--- src/rtl/i2c_cs_pkg.sv ---
package i2c_cs_pkg;
    localparam int MODE_HI   = 7;
    localparam int MODE_LO   = 6;
    localparam int BUSY_BIT  = 5;
    localparam int OEN_BIT   = 4;
    localparam int ARB_BIT   = 3;
    localparam int MATCH_BIT = 2;
    localparam int ZERO_BIT  = 1;
    localparam int LAST_BIT  = 0;
    localparam int FIELD_W   = 8;

    typedef struct packed {
        logic [1:0] mode;
        logic       oen;
        logic       start;
        logic       stop;
        logic       kick;
    } ctrl_t;

    typedef struct packed {
        logic arb;
        logic match;
        logic zero;
        logic last;
    } flag_t;
endpackage

--- src/rtl/i2c_cs_ctrl.sv ---
module i2c_cs_ctrl
    import i2c_cs_pkg::*;
(
    input  logic               clk,
    input  logic               rst_n,
    input  logic               wr_en,
    input  logic [FIELD_W-1:0] wbyte,
    output ctrl_t              ctrl
);
    ctrl_t c_d, c_q;

    always_comb begin
        c_d       = c_q;
        c_d.start = 1'b0;
        c_d.stop  = 1'b0;
        c_d.kick  = 1'b0;
        if (wr_en) begin
            c_d.mode = wbyte[MODE_HI:MODE_LO];
            c_d.oen  = wbyte[OEN_BIT];
            if (wbyte[OEN_BIT] && wbyte[MODE_HI]) begin
                c_d.start = wbyte[BUSY_BIT];
                c_d.stop  = !wbyte[BUSY_BIT];
                c_d.kick  = wbyte[BUSY_BIT] && wbyte[MODE_LO];
            end
        end
    end

    always_ff @(posedge clk or negedge rst_n) begin
        if (!rst_n) c_q <= '0;
        else        c_q <= c_d;
    end

    assign ctrl = c_q;

    p_req_exclusive_r3: assert property (@(posedge clk) disable iff (!rst_n)
        !(c_q.start && c_q.stop));
    p_req_needs_master_r4: assert property (@(posedge clk) disable iff (!rst_n)
        (c_q.start || c_q.stop) |-> (c_q.oen && c_q.mode[1]));
    p_req_one_cycle_r3: assert property (@(posedge clk) disable iff (!rst_n)
        (c_q.start && !wr_en) |=> !c_q.start);
    p_kick_master_tx_r10: assert property (@(posedge clk) disable iff (!rst_n)
        c_q.kick |-> (c_q.start && c_q.mode == 2'b11));
endmodule

--- src/rtl/i2c_cs_flags.sv ---
module i2c_cs_flags
    import i2c_cs_pkg::*;
(
    input  logic               clk,
    input  logic               rst_n,
    input  logic               wr_en,
    input  logic               rd_en,
    input  logic [FIELD_W-1:0] wbyte,
    input  logic               ev_arb_lost,
    input  logic               ev_addr_match,
    input  logic               ev_addr_zero,
    input  logic               ev_bus_cond,
    input  logic               ev_rx_valid,
    input  logic               ev_rx_bit,
    output flag_t              flags
);
    flag_t f_d, f_q;

    always_comb begin
        f_d = f_q;
        // arbitration: software clear by writing 0, event wins
        if (wr_en && !wbyte[ARB_BIT]) f_d.arb = 1'b0;
        if (ev_arb_lost)              f_d.arb = 1'b1;
        // own-address match: cleared by a register read
        if (rd_en)                    f_d.match = 1'b0;
        if (ev_addr_match)            f_d.match = 1'b1;
        // zero address: cleared by a bus START/STOP
        if (ev_bus_cond)              f_d.zero = 1'b0;
        if (ev_addr_zero)             f_d.zero = 1'b1;
        // last received bit
        if (ev_rx_valid)              f_d.last = ev_rx_bit;
    end

    always_ff @(posedge clk or negedge rst_n) begin
        if (!rst_n) f_q <= '0;
        else        f_q <= f_d;
    end

    assign flags = f_q;

    p_arb_set_wins_r6: assert property (@(posedge clk) disable iff (!rst_n)
        ev_arb_lost |=> f_q.arb);
    p_arb_hold_r6: assert property (@(posedge clk) disable iff (!rst_n)
        (f_q.arb && !(wr_en && !wbyte[ARB_BIT])) |=> f_q.arb);
    p_match_read_clear_r7: assert property (@(posedge clk) disable iff (!rst_n)
        (rd_en && !ev_addr_match) |=> !f_q.match);
    p_match_set_r7: assert property (@(posedge clk) disable iff (!rst_n)
        ev_addr_match |=> f_q.match);
    p_zero_bus_clear_r8: assert property (@(posedge clk) disable iff (!rst_n)
        (ev_bus_cond && !ev_addr_zero) |=> !f_q.zero);
    p_zero_hold_r8: assert property (@(posedge clk) disable iff (!rst_n)
        (f_q.zero && !ev_bus_cond) |=> f_q.zero);
    p_last_load_r9: assert property (@(posedge clk) disable iff (!rst_n)
        ev_rx_valid |=> (f_q.last == $past(ev_rx_bit)));
    p_last_hold_r9: assert property (@(posedge clk) disable iff (!rst_n)
        !ev_rx_valid |=> $stable(f_q.last));
endmodule

--- src/rtl/i2c_ctlstat_reg.sv ---
module i2c_ctlstat_reg
    import i2c_cs_pkg::*;
#(
    parameter int DATA_W = 8
) (
    input  logic              clk,
    input  logic              rst_n,
    input  logic              wr_en,
    input  logic              rd_en,
    input  logic [DATA_W-1:0] wdata,
    output logic [DATA_W-1:0] rdata,
    input  logic              bus_busy,
    input  logic              ev_arb_lost,
    input  logic              ev_addr_match,
    input  logic              ev_addr_zero,
    input  logic              ev_bus_cond,
    input  logic              ev_rx_valid,
    input  logic              ev_rx_bit,
    output logic [1:0]        mode,
    output logic              out_en,
    output logic              start_req,
    output logic              stop_req,
    output logic              tx_kick
);
    localparam int PAD_W = DATA_W - FIELD_W;

    logic [FIELD_W-1:0] wbyte;
    logic [FIELD_W-1:0] rbyte;
    ctrl_t              ctrl;
    flag_t              flags;

    assign wbyte = wdata[FIELD_W-1:0];

    i2c_cs_ctrl u_ctrl (
        .clk   (clk),
        .rst_n (rst_n),
        .wr_en (wr_en),
        .wbyte (wbyte),
        .ctrl  (ctrl)
    );

    i2c_cs_flags u_flags (
        .clk           (clk),
        .rst_n         (rst_n),
        .wr_en         (wr_en),
        .rd_en         (rd_en),
        .wbyte         (wbyte),
        .ev_arb_lost   (ev_arb_lost),
        .ev_addr_match (ev_addr_match),
        .ev_addr_zero  (ev_addr_zero),
        .ev_bus_cond   (ev_bus_cond),
        .ev_rx_valid   (ev_rx_valid),
        .ev_rx_bit     (ev_rx_bit),
        .flags         (flags)
    );

    always_comb begin
        rbyte                   = '0;
        rbyte[MODE_HI:MODE_LO]  = ctrl.mode;
        rbyte[BUSY_BIT]         = bus_busy;
        rbyte[OEN_BIT]          = ctrl.oen;
        rbyte[ARB_BIT]          = flags.arb;
        rbyte[MATCH_BIT]        = flags.match;
        rbyte[ZERO_BIT]         = flags.zero;
        rbyte[LAST_BIT]         = flags.last;
    end

    generate
        if (PAD_W > 0) begin : g_pad
            assign rdata = {{PAD_W{1'b0}}, rbyte};
        end else begin : g_nopad
            assign rdata = rbyte;
        end
    endgenerate

    assign mode      = ctrl.mode;
    assign out_en    = ctrl.oen;
    assign start_req = ctrl.start;
    assign stop_req  = ctrl.stop;
    assign tx_kick   = ctrl.kick;

    p_mode_written_r2: assert property (@(posedge clk) disable iff (!rst_n)
        wr_en |=> (mode == $past(wdata[MODE_HI:MODE_LO]) && out_en == $past(wdata[OEN_BIT])));
    p_busy_follows_r5: assert property (@(posedge clk) disable iff (!rst_n)
        rdata[BUSY_BIT] == bus_busy);
endmodule

--- config.mk ---
export PLATFORM = sky130hd
export DESIGN_NAME = i2c_ctlstat_reg
export DESIGN_NICKNAME = d
export VERILOG_FILES = /design/src/rtl/i2c_cs_pkg.sv /design/src/rtl/i2c_cs_ctrl.sv /design/src/rtl/i2c_cs_flags.sv /design/src/rtl/i2c_ctlstat_reg.sv
export SDC_FILE = /design/constraint.sdc
export NUM_CORES = 1
export LEC_CHECK = 0
export ABC_AREA = 0
export CORE_AREA = 2 2 39 41
export DETAILED_ROUTE_END_ITERATION = 6
export DIE_AREA = 0 0 41 43
export DONT_BUFFER_PORTS = 1
export GPL_ROUTABILITY_DRIVEN = 1
export PLACE_DENSITY = 0.41
export SLEW_MARGIN = 15
export SYNTH_ARGS = -nofsm -noshare
export SYNTH_HDL_FRONTEND = slang
export SYNTH_SLANG_ARGS = --single-unit
--- constraint.sdc ---
create_clock -name clk -period 0.8 [get_ports clk]
set_clock_uncertainty 0.05 [all_clocks]
set_input_delay 0.08 -clock clk [delete_from_list [all_inputs] [get_ports clk]]
set_output_delay 0.08 -clock clk [all_outputs]
set_load 0.005 [all_outputs]
### After elaboration in Yosys (flattened, before gate mapping)

Index checks and enable logic that the tools add are counted.

* bits in registers: 10
* output and inout port bits: 14

* muxes and demuxes: 8
* reductions and logical operators: 8

Operators by type and width (number)
* $mux 1: 6
* $mux 3: 2
* $reduce_bool 2->1: 3
* $logic_and 1x1->1: 3
* $logic_not 1->1: 2

### Logic depth before layout (Yosys ltp)

* depth in word-level cells: 4
* depth in mapped cells: 2

### By module

A second synthesis with hierarchy kept.

* cells, all modules: 30
* area, all modules: 391.6 um^2

Modules (own cells, without submodules)
* i2c_cs_ctrl: instances 1, cells each 15, area each 210.2 um^2, sequential area each 150.1 um^2
* i2c_cs_flags: instances 1, cells each 11, area each 151.4 um^2, sequential area each 100.1 um^2
* i2c_ctlstat_reg: instances 1, cells each 4, area each 30.0 um^2, sequential area each 0.0 um^2

### Worst setup path after synthesis

Ideal clock, no wire load.

* path type: register -> register
* start: register, netlist name u_ctrl.ctrl[3]
* end: register u_ctrl.c_q, in the netlist u_ctrl.ctrl[3]
* library setup time: 0.127 ns
* arrival time: 0.646 ns
* data required time: 0.623 ns
* path slack: -0.024 ns
* cell stages (with the launch flop): 2
* period minus slack after synthesis: 0.824 ns
* path through: dfrtp_1 -> mux2_1

RTL lines
* end signal: assignment: line i2c_cs_ctrl.sv:29 `if (!rst_n) c_q <= '0;`
* end signal: assignment: line i2c_cs_ctrl.sv:30 `else c_q <= c_d;`
* end: declaration: line i2c_cs_ctrl.sv:10 `ctrl_t c_d, c_q;`

### Final worst setup path

* start: register u_ctrl.c_q, in the netlist u_ctrl.ctrl[5]
* end: output mode[1]

RTL lines
* end: declaration: line i2c_ctlstat_reg.sv:19 `output logic [1:0] mode,`

No word-level cell between the ends.

==> results.py <==
metrics = {
    "synthesis": {
        "area_of_the_mapped_netlist_um2": 385,
        "dominantRegCellSynth": "sky130_fd_sc_hd__dfrtp_1",
        "synth_warnings": 0,
        "post-synth-top-count-cell": "sky130_fd_sc_hd__dfrtp_1",
        "post-synth-top-area-fraction": 0.649,
        "syn_avg_cell_area_um2": 13.8,
        "post_synth_main_area_contributors": "sky130_fd_sc_hd__dfrtp_1, sky130_fd_sc_hd__mux2_1, sky130_fd_sc_hd__buf_4, sky130_fd_sc_hd__a21o_1, sky130_fd_sc_hd__mux2_2",
        "register_area_share_after_synthesis": 0.649,
        "count_of_different_cell_masters_after_synthesis": 11,
        "synth_top_cells_by_count": "sky130_fd_sc_hd__dfrtp_1, sky130_fd_sc_hd__buf_4, sky130_fd_sc_hd__a21o_1, sky130_fd_sc_hd__mux2_1, sky130_fd_sc_hd__inv_1",
        "netlist_instances": 28,
        "synthArstFlopShare": 1.00,
        "yosys.area.top_type": "sky130_fd_sc_hd__dfrtp_1",
        "ys_ff_latch": 10,
        "postSynthNetCount": 47,
        "number_of_synthesized_flops_with_an_enable_pin": 0,
    },
    "power": {
        "peakVddDrop_mv": 0.801,
        "powerDensity_nw_per_um2": 1980,
        "totalPowerFinal_mw": 1.16,
        "p_leak_nw": 0.303,
    },
    "route": {
        "post-route-drc-count": 0,
        "detail_route.first_pass.iterations": 2,
        "avgRoutedWirePerCell_um": 12.5,
        "avgViaCountPerCell": 4.41,
        "detail_route.wirelength_um": 735,
        "initialDrtViolationCount": 1,
        "vias": 260,
        "antenna_violating_nets_post_route": 0,
    },
    "timing": {
        "unrepaired_setup_endpoints_after_global_routing": "yes",
        "worstMarginPinSlew_ns": 0.449,
        "timing.final.crit_share": 1.14,
        "hold-worst-slack_ns": -0.111,
        "setup_ws_ns": -0.110,
        "finalMaxSlewViolations": 0,
        "report.final.setup_viol": 11,
        "period_minus_slack_ns": 0.910,
        "headroom_to_the_max_slew_limit": 0.700,
        "final_hold_viol_count": 6,
        "fmaxAchievable_mhz": 1100,
    },
    "critical_path": {
        "cp_endpoint_kind": "output pin",
        "crit_required_ns": 0.67,
        "critPathMaxFanout": 2,
        "timing.critical_path.max_delay_family": "flip-flops",
        "setup.reg_to_reg.worst_slack_ns": -0.02,
        "critPathArrivalTime_ns": 0.78,
        "critical_path.n_buffers_inverters": 1,
        "critical_path.slowest_cell": "sky130_fd_sc_hd__dfrtp_1",
        "critical_path.max_stage_delay_ns": 0.39,
        "worstPathCellList": "buf_6",
        "crit_path_start_kind": "flip-flop",
        "crit_type": "flip-flop to output pin",
    },
    "die": {
        "floorplan.die.width_um": 41,
        "initial_core_utilization": 0.278,
        "io-pin-count": 33,
        "fp.coreArea_um2": 1380,
        "floorplan.die_area_um2": 1760,
        "die_height_um": 43,
        "row_count": 14,
    },
    "final_layout": {
        "nNetsFinal": 63,
        "antenna_diode_count": 0,
        "syn_to_final_growth_pct": 51.9,
        "fillers": 128,
        "post_route_cells_drive_above_1_share": 0.279,
    },
    "cts": {
        "cts_max_path_buffers": 2,
        "clk-insertion-delay-late_ns": 0.25,
        "cts-htree-levels": 1,
        "path_clk_slew_ns": 0.07,
        "quantity_of_hold_fixing_buffers_added_after_cts": 11,
        "cts_sinks": 10,
        "cts_tree": "built",
        "clk_root_buffer_cell": "sky130_fd_sc_hd__clkbuf_4",
        "numCtsBuffers": 3,
        "cts_post_setup_buffers_inserted": 0,
    },
    "outcome": {
        "failed_checks": "negative hold slack, negative setup slack",
        "run_status": "finished with violations",
    },
    "placed_design": {
        "globalplace.congestion": 0.584,
        "dp.final_hpwl_um": 552,
        "placement.io_buffers": 0,
    },
    "global_route": {
        "grt_antenna_before_repair": 0,
        "vias_in_the_first_global_route": 271,
        "global_route_wire_length_before_repair_um": 1130,
        "pin_count_of_the_biggest_net_entering_global_routing": 11,
        "grt_remaining_overflow": 0,
        "grt_util_all_layers": 0.102,
    },
    "job": {
        "maxCapViolations": 0,
    },
    "min_path": {
        "hold_path.class": "input port to flip-flop",
    },
}
layout make-up:
type	instances	area, µm²	share of cell area
Tap cell	16	20.0	0.0342
Multi-Input combinational cell	12	109	0.186
Inverter	2	7.51	0.0128
Sequential cell	10	250	0.427
Clock buffer	4	36.3	0.0620
Timing Repair Buffer	15	163	0.278
final timing paths:
| path | startpoint | end | cells after the start |
|---|---|---|---|
| setup / recovery | u_ctrl.ctrl[5]$_DFFE_PN0P_ | mode[1] | 1 |
| hold / removal | wr_en | u_ctrl.ctrl[1]$_DFF_PN0_ | 2 |
| setup reg to reg | u_ctrl.ctrl[4]$_DFFE_PN0P_ | u_ctrl.ctrl[4]$_DFFE_PN0P_ | 1 |
| hold reg to reg | u_flags.flags[2]$_DFFE_PN0P_ | u_flags.flags[2]$_DFFE_PN0P_ | 1 |
| max in group asynchronous | rst_n | u_ctrl.ctrl[3]$_DFFE_PN0P_ | 1 |
| min in group asynchronous | rst_n | u_ctrl.ctrl[2]$_DFF_PN0_ | 1 |
placed cells by master, fill, tap and decap left out, drive strengths merged, types with 2 or more instances in the layout:
cell          count
dlygate4sd3       8
clkbuf            4
inv               2
a21o              3
dlymetal6s4s      3
mux2              4
dfrtp            10
buf               4
where the power goes:
part	switching (mW)	internal, mW
clock network	0.166	0.276
registers	0.0237	0.540
logic	0.0456	0.112
repair_timing:
action	in CTS	in global routing
resized for setup	4	3
endpoints found under the setup margin	11	18
endpoints found under the hold margin	20	7
cloned	0	0
pin swaps	0	2
state kept, by name, summed over array words and instances, names as in the netlist:
| register | cells |
|---|---|
| u_ctrl.ctrl | 6 |
| u_flags.flags | 4 |
cells by family (layout without fill, tap and decap cells):
kind of cell,after synthesis,in the layout,share of synthesized area
AND/OR/NAND/NOR,5,5,0.0779
AO/OA/AOI/OAI,3,3,0.0584
flip-flops,10,10,0.649
buffers and inverters,6,21,0.0974
multiplexers,4,4,0.117
metal layers:
metal / share of wire / up-vias / routed length (µm) / global-route usage
met5: 0 / - / 0 / 0
li1: - / 118 / - / -
met2: 0.51 / 21 / 378 / 0.150
met3: 0.13 / 0 / 98 / 0.0681
met4: 0 / 0 / 0 / 0.0800
met1: 0.35 / 121 / 258 / 0.0927
metrics by stage:
stage	setup TNS [ns]	setup WS, ns	area [µm²]	utilization	std cells
floorplan	-0.0425	-0.0142	397	-	28
global placement	0	0.00750	417	0.301	44
detailed placement	-0.000385	-0.000385	417	0.301	44
CTS	-1.05	-0.126	578	0.418	59
global route	-1.33	-0.161	586	0.423	59
finish	-0.812	-0.110	586	0.423	59
Power figures use the tool's default switching activity.
